File: config.mk
export PLATFORM = sky130hd
export DESIGN_NAME = uart_rx_vote
export DESIGN_NICKNAME = d
export VERILOG_FILES = /design/src/rtl/uart_rx_pkg.sv /design/src/rtl/uart_rx_tick.sv /design/src/rtl/uart_rx_sync.sv /design/src/rtl/uart_rx_frame.sv /design/src/rtl/uart_rx_vote.sv
export SDC_FILE = /design/constraint.sdc
export NUM_CORES = 1
export LEC_CHECK = 0
export BUFFER_PORTS_ARGS = -buffer_cell sky130_fd_sc_hd__buf_2
export CAP_MARGIN = 10
export CORE_UTILIZATION = 55
export DETAILED_ROUTE_END_ITERATION = 10
export PLACE_DENSITY = 0.72
export SYNTH_ARGS = -nofsm -noshare
export SYNTH_HDL_FRONTEND = slang
export SYNTH_SLANG_ARGS = --single-unit
File: constraint.sdc
create_clock -name clk -period 2.2 [get_ports clk]
set_clock_uncertainty 0.1 [all_clocks]
set_input_delay 0.11 -clock clk [delete_from_list [all_inputs] [get_ports clk]]
set_output_delay 0.11 -clock clk [all_outputs]
set_load 0.02 [all_outputs]
File: src/rtl/uart_rx_pkg.sv
// Package: shared types and helpers for the oversampling receiver.
// Assumes: nothing beyond IEEE 1800-2017.
package uart_rx_pkg;

    typedef enum logic [1:0] {
        RX_IDLE  = 2'd0,
        RX_START = 2'd1,
        RX_DATA  = 2'd2,
        RX_STOP  = 2'd3
    } rx_state_t;

    // Two-out-of-three majority of line readings.
    function automatic logic vote3(input logic a, input logic b, input logic c);
        return (a & b) | (a & c) | (b & c);
    endfunction

endpackage

File: src/rtl/uart_rx_tick.sv
// Module: oversample tick divider.
// Emits a one-cycle pulse every CLK_HZ/(BAUD*OVS) clocks while enabled.
// Assumes: CLK_HZ >= BAUD*OVS; a quotient below 1 is raised to 1 (tick every clock).
module uart_rx_tick #(
    parameter int CLK_HZ = 50_000_000,
    parameter int BAUD   = 115_200,
    parameter int OVS    = 16
) (
    input  logic clk,
    input  logic rst_n,
    input  logic en,
    output logic tick
);
    localparam int DIV_RAW = CLK_HZ / (BAUD * OVS);
    localparam int DIV     = (DIV_RAW < 1) ? 1 : DIV_RAW;
    localparam int CW      = (DIV > 1) ? $clog2(DIV) : 1;

    generate
        if (DIV == 1) begin : g_every_clk
            assign tick = en;
        end else begin : g_counter
            logic [CW-1:0] cnt;

            // Count clocks between ticks; held at zero while disabled.
            always_ff @(posedge clk) begin
                if (!rst_n || !en)
                    cnt <= '0;
                else if (cnt == CW'(DIV - 1))
                    cnt <= '0;
                else
                    cnt <= cnt + 1'b1;
            end

            assign tick = en && (cnt == CW'(DIV - 1));


            div_range_chk: assert property (@(posedge clk) disable iff (!rst_n)
                cnt <= CW'(DIV - 1));

            tick_gap_chk: assert property (@(posedge clk) disable iff (!rst_n)
                tick |=> !tick);
        end
    endgenerate

endmodule

File: src/rtl/uart_rx_sync.sv
// Module: multi-flop synchronizer for the asynchronous serial line.
// Assumes: the line idles high, so the flops reset to one.
module uart_rx_sync #(
    parameter int STAGES = 2
) (
    input  logic clk,
    input  logic rst_n,
    input  logic din,
    output logic dout
);
    logic [STAGES-1:0] pipe;

    // Shift the raw line through the synchronizer chain.
    always_ff @(posedge clk) begin
        if (!rst_n)
            pipe <= '1;
        else
            pipe <= {pipe[STAGES-2:0], din};
    end

    assign dout = pipe[STAGES-1];

endmodule

File: src/rtl/uart_rx_frame.sv
// Module: frame sequencer with majority sampling.
// Detects a start edge, votes each bit on oversample ticks MID-1, MID and MID+1,
// shifts data least-significant bit first, and pulses done with the byte and the
// stop-bit verdict at the third stop-bit sample.
// Assumes: line is already synchronized; OVS >= 4 and even.
module uart_rx_frame
    import uart_rx_pkg::*;
#(
    parameter int OVS = 16,
    parameter int DW  = 8
) (
    input  logic          clk,
    input  logic          rst_n,
    input  logic          en,
    input  logic          tick,
    input  logic          line,
    output logic          done,
    output logic [DW-1:0] done_data,
    output logic          done_stop_ok
);
    localparam int OCW  = $clog2(OVS);
    localparam int BCW  = (DW > 1) ? $clog2(DW) : 1;
    localparam int MID  = OVS / 2;
    localparam int LAST = OVS - 1;

    rx_state_t      state;
    logic [OCW-1:0] oscnt;
    logic [BCW-1:0] bitcnt;
    logic           samp_a;
    logic           samp_b;
    logic           prev_line;
    logic [DW-1:0]  shreg;
    logic           maj;

    assign maj = vote3(samp_a, samp_b, line);

    // Sequence one frame per start edge, voting each bit on three middle ticks.
    always_ff @(posedge clk) begin
        if (!rst_n || !en) begin
            state        <= RX_IDLE;
            oscnt        <= '0;
            bitcnt       <= '0;
            samp_a       <= 1'b1;
            samp_b       <= 1'b1;
            prev_line    <= 1'b1;
            shreg        <= '0;
            done         <= 1'b0;
            done_data    <= '0;
            done_stop_ok <= 1'b0;
        end else begin
            done <= 1'b0;
            if (tick) begin
                prev_line <= line;
                if (state == RX_IDLE) begin
                    if (prev_line && !line) begin
                        state  <= RX_START;
                        oscnt  <= '0;
                        bitcnt <= '0;
                    end
                end else begin
                    oscnt <= (oscnt == OCW'(LAST)) ? '0 : oscnt + 1'b1;
                    if (oscnt == OCW'(MID - 1))
                        samp_a <= line;
                    if (oscnt == OCW'(MID))
                        samp_b <= line;
                    if (oscnt == OCW'(MID + 1)) begin
                        unique case (state)
                            RX_START: if (maj) state <= RX_IDLE;
                            RX_DATA:  shreg <= {maj, shreg[DW-1:1]};
                            RX_STOP: begin
                                done         <= 1'b1;
                                done_data    <= shreg;
                                done_stop_ok <= maj;
                                state        <= RX_IDLE;
                            end
                            default: ;
                        endcase
                    end
                    if (oscnt == OCW'(LAST)) begin
                        if (state == RX_START)
                            state <= RX_DATA;
                        else if (state == RX_DATA) begin
                            if (bitcnt == BCW'(DW - 1))
                                state <= RX_STOP;
                            else
                                bitcnt <= bitcnt + 1'b1;
                        end
                    end
                end
            end
        end
    end


    done_pulse_chk: assert property (@(posedge clk) disable iff (!rst_n)
        done |=> !done);

    done_from_stop_chk: assert property (@(posedge clk) disable iff (!rst_n || !en)
        done |-> state == RX_IDLE && $past(state) == RX_STOP);

    disabled_idle_chk: assert property (@(posedge clk) disable iff (!rst_n)
        !en |=> state == RX_IDLE && !done);

    idle_osc_chk: assert property (@(posedge clk) disable iff (!rst_n)
        (state == RX_IDLE && tick && !(prev_line && !line)) |=> state == RX_IDLE);

endmodule

File: src/rtl/uart_rx_vote.sv
// Module: top of the oversampling serial receiver.
// Chains synchronizer, tick divider and frame sequencer, and owns the output
// holding register, its valid/ready handshake and the sticky error flags.
// Assumes: 8N1 frames; the consumer acknowledges with byte_ready while byte_valid is high.
module uart_rx_vote #(
    parameter int CLK_HZ = 50_000_000,
    parameter int BAUD   = 115_200,
    parameter int OVS    = 16,
    parameter int DW     = 8,
    parameter int SYNC_N = 2
) (
    input  logic          clk,
    input  logic          rst_n,
    input  logic          en,
    input  logic          rx_line,
    input  logic          byte_ready,
    output logic [DW-1:0] byte_data,
    output logic          byte_valid,
    output logic          frame_err,
    output logic          overrun_err
);
    logic          line_s;
    logic          tick;
    logic          rx_done;
    logic [DW-1:0] rx_data;
    logic          rx_stop_ok;

    uart_rx_sync #(.STAGES(SYNC_N)) sync_i (
        .clk  (clk),
        .rst_n(rst_n),
        .din  (rx_line),
        .dout (line_s)
    );

    uart_rx_tick #(.CLK_HZ(CLK_HZ), .BAUD(BAUD), .OVS(OVS)) tick_i (
        .clk  (clk),
        .rst_n(rst_n),
        .en   (en),
        .tick (tick)
    );

    uart_rx_frame #(.OVS(OVS), .DW(DW)) frame_i (
        .clk         (clk),
        .rst_n       (rst_n),
        .en          (en),
        .tick        (tick),
        .line        (line_s),
        .done        (rx_done),
        .done_data   (rx_data),
        .done_stop_ok(rx_stop_ok)
    );

    // Load finished bytes into the holding register and keep the sticky flags.
    always_ff @(posedge clk) begin
        if (!rst_n) begin
            byte_data   <= '0;
            byte_valid  <= 1'b0;
            frame_err   <= 1'b0;
            overrun_err <= 1'b0;
        end else begin
            if (byte_valid && byte_ready)
                byte_valid <= 1'b0;
            if (rx_done) begin
                if (!rx_stop_ok)
                    frame_err <= 1'b1;
                else if (byte_valid && !byte_ready)
                    overrun_err <= 1'b1;
                else begin
                    byte_data  <= rx_data;
                    byte_valid <= 1'b1;
                end
            end
        end
    end


    reset_clear_chk: assert property (@(posedge clk)
        !rst_n |=> !byte_valid && !frame_err && !overrun_err && byte_data == '0);

    valid_hold_chk: assert property (@(posedge clk) disable iff (!rst_n)
        byte_valid && !byte_ready |=> byte_valid && $stable(byte_data));

    valid_clear_chk: assert property (@(posedge clk) disable iff (!rst_n)
        byte_valid && byte_ready && !rx_done |=> !byte_valid);

    overrun_keep_chk: assert property (@(posedge clk) disable iff (!rst_n)
        byte_valid && !byte_ready && rx_done |=> byte_valid && $stable(byte_data));

    ferr_no_load_chk: assert property (@(posedge clk) disable iff (!rst_n)
        rx_done && !rx_stop_ok |=> frame_err && $stable(byte_data));

    ferr_sticky_chk: assert property (@(posedge clk) disable iff (!rst_n)
        frame_err |=> frame_err);

    ovr_sticky_chk: assert property (@(posedge clk) disable iff (!rst_n)
        overrun_err |=> overrun_err);

endmodule

Yosys cells after proc, flatten, opt, wreduce, memory -nomap -nowiden
Cells that the tools add are included.
{"block": "word_totals", "regBits": 48, "input_bits": 5, "out_inout_bits": 11, "wordCells": 87}
{"block": "op_classes", "add_sub_neg": 3, "n_eq_ne": 12, "n_mux": 23, "n_bitwise": 10, "reduce_logical": 23}
{"operator": "two-way mux 3 bit", "count": 6}
{"operator": "two-way mux 2 bit", "count": 8}
{"operator": "== test 4 bit, second input constant", "count": 3}
{"operator": "two-way mux 4 bit", "count": 3}
{"operator": "AND reduction 3 bit", "count": 4}
{"operator": "AND reduction 4 bit", "count": 2}
{"operator": "AND reduction 6 bit", "count": 1}
{"operator": "adder 5 x 1 -> 5 bit, second input constant", "count": 1}
{"operator": "== test 5 bit, second input constant", "count": 1}
{"operator": "two-way mux 1 bit", "count": 5}
{"operator": "inverter 1 bit", "count": 5}
{"operator": "adder 4 x 1 -> 4 bit, second input constant", "count": 1}
{"operator": "== test 2 bit, second input constant", "count": 2}
{"operator": "== test 4 x 3 -> 1 bit, second input constant", "count": 1}
{"operator": "logical AND 1 bit", "count": 4}
{"operator": "zero test 1 bit", "count": 4}
{"operator": "!= test 2 x 1 -> 1 bit, second input constant", "count": 2}
{"operator": "one-hot mux 2 bit (2 select lines)", "count": 1}
{"operator": "AND reduction 2 bit", "count": 2}
{"operator": "nonzero test 2 bit", "count": 2}
{"operator": "OR reduction 4 bit", "count": 1}
{"operator": "adder 3 x 1 -> 3 bit, second input constant", "count": 1}
{"operator": "AND 1 bit", "count": 3}
{"operator": "== test 3 bit, second input constant", "count": 1}
{"operator": "other kinds (6)", "count": 7}

Depth between registers and ports, before layout
{"block": "logic_depth", "ltp_word": 11, "mapped_depth": 7, "mapped_depth_nobuf": 6}

Cells and area by module
From an unflattened synthesis, not the netlist that was laid out.
{"block": "unflattened", "hier_cells": 210, "area_unflattened_um2": 2057.0}
{"mod": "uart_rx_frame", "n_inst": 1, "cells_each": 138, "area_each_um2": 1325.0, "seq_area_each_um2": 600.6}
{"mod": "uart_rx_vote", "n_inst": 1, "cells_each": 46, "area_each_um2": 447.9, "seq_area_each_um2": 220.2}
{"mod": "uart_rx_tick", "n_inst": 1, "cells_each": 22, "area_each_um2": 231.5, "seq_area_each_um2": 100.1}
{"mod": "uart_rx_sync", "n_inst": 1, "cells_each": 4, "area_each_um2": 52.6, "seq_area_each_um2": 40.0}

Worst setup path after synthesis
OpenSTA, ideal clock, no wires.
{"block": "synth_path", "kind": "register -> register", "startpoint": "register tick_i.g_counter.cnt[0]", "endpoint": "register frame_i.done_data[1]", "setup_time_ns": 0.128, "arrival_ns": 1.470, "required_time_ns": 1.972, "setup_slack_ns": 0.503, "path_stages_with_launch": 8, "n_path_buf": 1, "period_less_slack_ns": 1.697, "cell_sequence": "dfxtp_1 -> inv_1 -> ha_1 -> nand4b_1 -> nor4_2 -> buf_4 -> mux2i_1 -> nor2_1"}
{"block": "synth_via", "elab_chain_len": 3}
{"element": "start: declaration", "line": "uart_rx_tick.sv:22", "rtl": "logic [CW-1:0] cnt;"}
{"element": "start signal: assignment", "line": "uart_rx_tick.sv:31", "rtl": "cnt <= cnt + 1'b1;"}
{"element": "== test 5 bit", "line": "uart_rx_tick.sv:34", "rtl": "assign tick = en && (cnt == CW'(DIV - 1));"}
{"element": "logical AND 1 bit", "line": "uart_rx_tick.sv:34"}
{"element": "AND reduction 4 bit (no source line)"}
{"element": "end signal: assignment", "line": "uart_rx_frame.sv:72", "rtl": "done_data <= shreg;"}
{"element": "end: declaration", "line": "uart_rx_frame.sv:18", "rtl": "output logic [DW-1:0] done_data,"}
No other way between the ends.
A chain may end at the register's enable or synchronous reset.

Final worst setup path
{"block": "layout_path", "startpoint": "register frame_i.oscnt[0]", "endpoint": "register frame_i.bitcnt[2]"}
{"block": "layout_via", "elab_chain_len": 3}
{"element": "start: declaration", "line": "uart_rx_frame.sv:27", "rtl": "logic [OCW-1:0] oscnt;"}
{"element": "start signal: assignment", "line": "uart_rx_frame.sv:61", "rtl": "oscnt <= (oscnt == OCW'(LAST)) ? '0 : oscnt + 1'b1;"}
{"element": "== test 4 bit", "line": "uart_rx_frame.sv:79", "rtl": "if (oscnt == OCW'(LAST)) begin"}
{"element": "nonzero test 2 bit (no source line)"}
{"element": "AND reduction 6 bit (no source line)"}
{"element": "end signal: assignment", "line": "uart_rx_frame.sv:86", "rtl": "bitcnt <= bitcnt + 1'b1;"}
{"element": "end: declaration", "line": "uart_rx_frame.sv:28", "rtl": "logic [BCW-1:0] bitcnt;"}
No other way between the ends.

==> flow_metrics.env <==
export IMPL_hold_buffers=1
export IMPL_fmax_ghz=0.520
export IMPL_grt_use_met2_pct=36.5
export IMPL_htree_levels=2
export IMPL_synth_area_sq_mm=0.00203
export IMPL_track_usage_pct=21.0
export IMPL_syn_inst=208
export IMPL_grt_pass1_wl_microns=6560
export IMPL_cts_buffers=5
export IMPL_worstPathRequired_ns=2.31
export IMPL_rsz0062_at_grt="false"
export IMPL_clk_pin_slew_ns=0.08
export IMPL_period_share_pct=87.4
export IMPL_clkPwrFrac_pct=36.4
export IMPL_timing_worst_slew_pin_value_ns=0.560
export IMPL_die_height_microns=62.8
export IMPL_drv_cap=0
export IMPL_outcome="finished, final reports clean"
export IMPL_timing_max_slew_rel_slack_pct=62.4
export IMPL_p_seq_share_pct=61.1
export IMPL_synth_nets=220
export IMPL_top_usage_layer="met2"
export IMPL_avgSynthCellArea_sq_um=9.78
export IMPL_clk_latency_ns=0.29
export IMPL_ys_seq_elements=48
export IMPL_overflow=0
export IMPL_seqCellArea_sq_um=961
export IMPL_hold_path_end="sync_i.pipe[1]"
export IMPL_dp_slack_ns=0.320
export IMPL_gp_congestion=0.921
export IMPL_power_density_mw_per_mm2=637
export IMPL_drt_wl_total_microns=3720
export IMPL_drtIter0Drc=46
export IMPL_switching_share_pct=20.7
export IMPL_synth_top_area_share_pct=47.2
export IMPL_layout_common_cells="dfxtp_1 (48), mux2i_1 (30), nor2_1 (25)"
export IMPL_cts_num_sinks=48
export IMPL_post_cts_buffers=0
export IMPL_startpoint_type="flop"
export IMPL_finalHoldViolCount=0
export IMPL_worst_slack_ns=0.277
export IMPL_finalSetupViolations=0
export IMPL_p_leak_nw=0.800
export IMPL_dieWidth_microns=62.8
export IMPL_r2r_cells=5
export IMPL_p_int_mw=1.13
export IMPL_cts_resized=0
export IMPL_n_antenna_cell=0
export IMPL_viasPerCell=5.49
export IMPL_hold_depth=2
export IMPL_vias=1487
export IMPL_synth_distinct_cells=42
export IMPL_period_minus_slack_ns=1.92
export IMPL_use_met1_pct=26.0
export IMPL_wl_per_cell_microns=13.7
export IMPL_crit_path_end_kind="flop"
export IMPL_ant_nets=0
export IMPL_num_rows=21
export IMPL_grt_pass1_vias=1445
export IMPL_slew_viol_final=0
export IMPL_reg2reg_from="frame_i.oscnt[0]"
export IMPL_switchingPower_uw=296
export IMPL_fin_util_pct=65.2
export IMPL_yosys_warnings=0
export IMPL_cts_root_buf="clkbuf_8"
export IMPL_final_area_sq_mm=0.00225
export IMPL_min_path_type="input pin to flop"
export IMPL_ios=16
export IMPL_p_comb_share_pct=2.4
export IMPL_tns_ns=0
export IMPL_num_fill_cells=294
export IMPL_synth_area_top_cells="dfxtp_1 (47%), mux2i_1 (15%), nor2_1 (4.6%)"
export IMPL_area_delta_synth_final_pct=10.4
export IMPL_drt_pass1_iter_count=4
export IMPL_cp_arrival_ns=2.04
export IMPL_holdWs_ns=0.0229
export IMPL_dpl_hpwl_microns=2690
export IMPL_core_area_sq_mm=0.00344
export IMPL_timing_rr_end="frame_i.bitcnt[2]"
export IMPL_io_buffers=15
export IMPL_reg2reg_slack_ns=0.28
export IMPL_grt_max_degree=20
export IMPL_clockBufferDepth=2
export IMPL_grt_util_met3_pct=4.01
export IMPL_ir_drop_v=0.000534
export IMPL_min_from="rst_n"
export IMPL_nets=237
export IMPL_ys_seq_area_share_pct=47.2
export IMPL_crit_type="flop to flop"
export IMPL_yosysTopAreaCell="dfxtp_1"
export IMPL_drive_gt1_share_pct=14.7
export IMPL_dpl_cell_area_sq_mm=0.00214
export IMPL_final_common_cell="dfxtp_1"
export IMPL_start_util_pct=59.1
export IMPL_critPathMaxFanout=6
export IMPL_cts_tree="yes"
export IMPL_die_area_sq_mm=0.00395
export IMPL_antenna_found_initial=0
export IMPL_route_detailed_drc=0
export IMPL_multi_input_area_sq_mm=0.00100
-- cells in the mapped netlist (all sizes together) --
cell and n:
xnor2 1, clkbuf 3, a32oi 2, o22ai 1, and2 2, o21a 3
o21ai 1, o211ai 1, nor3 5, nand4b 2, a31oi 2, and3 1
nand3 9, mux2i 30, o32ai 1, nor2b 11, dfxtp 48, or3 1
or2 1, maj3 1, nand2b 3, a311oi 1, nor2 25, ha 7
a21boi 1, and4b 1, mux2 1, buf 6, xor2 2, nor4 2
or4 1, nor3b 1, a2bb2oi 1, inv 7, nand2 22, a221oi 1
-- stage by stage --
stage | cells | power (mW)
floorplan | 208 | 0.915
global placement | 263 | 0.927
detailed placement | 263 | 0.928
CTS | 271 | 1.44
global route | 271 | 1.49
finish | 271 | 1.43
-- worst max-delay path, cell delays in order, from the launching register on --
cell,delay (ns)
dfxtp_1,0.43
ha_1,0.24
and3_1,0.24
a31oi_1,0.10
nor3_1,0.49
mux2i_1,0.25
-- power by group through the flow --
stage | combinational (mW) | sequential (mW) | clock, mW
finish | 0.0349 | 0.874 | 0.521
global route | 0.0385 | 0.875 | 0.573
CTS | 0.0350 | 0.874 | 0.531
detailed placement | 0.0334 | 0.895 | 0
global placement | 0.0323 | 0.894 | 0
floorplan | 0.0210 | 0.894 | 0
-- worst max-delay path by stage --
stage                                        from  slack (ns)              endpoint  depth (start not counted)
final                            frame_i.oscnt[0]        0.28     frame_i.bitcnt[2]                          5
after global routing             frame_i.oscnt[0]        0.14     frame_i.bitcnt[2]                          5
after CTS                 tick_i.g_counter.cnt[0]        0.29  frame_i.done_data[1]                          7
after detailed placement         frame_i.oscnt[0]        0.32     frame_i.bitcnt[2]                          5
after global placement    tick_i.g_counter.cnt[0]        0.42      frame_i.shreg[3]                          6
after floorplan           tick_i.g_counter.cnt[0]        0.50  frame_i.done_data[1]                          7
-- final cells by class --
type                            count  area share, %
Sequential cell                    48           42.8
Multi-Input combinational cell    144           44.6
Tap cell                           46           2.56
Clock inverter                      1          0.390
Clock buffer                        6           3.68
Inverter                            7           1.17
Timing Repair Buffer               19           4.79
-- logic make-up after synthesis --
kind of cell	share of synthesized area, %
fa+ha+maj	4.80
compound gates	5.60
simple gates	22.3
mux	15.3
xor+xnor	1.29
buf+inv	3.51
flops	47.2
-- state kept, by name, summed over array words and instances, names as in the netlist --
signal and cells:
frame_i.done 1, frame_i.bitcnt 3, byte_data 8, frame_i.oscnt 4, sync_i.pipe 2, byte_valid 1
tick_i.g_counter.cnt 5, frame_err 1, frame_i.state 2, frame_i.done_stop_ok 1, overrun_err 1, frame_i.samp_a 1
frame_i.prev_line 1, frame_i.shreg 8, frame_i.samp_b 1, frame_i.done_data 8
-- routing by layer --
layer / wire [microns] / vias up
met5: 0 / -
met4: 65 / 0
met3: 141 / 7
met2: 1760 / 33
met1: 1760 / 701
li1: - / 746
Note: power is estimated with default switching activity, not from simulation.
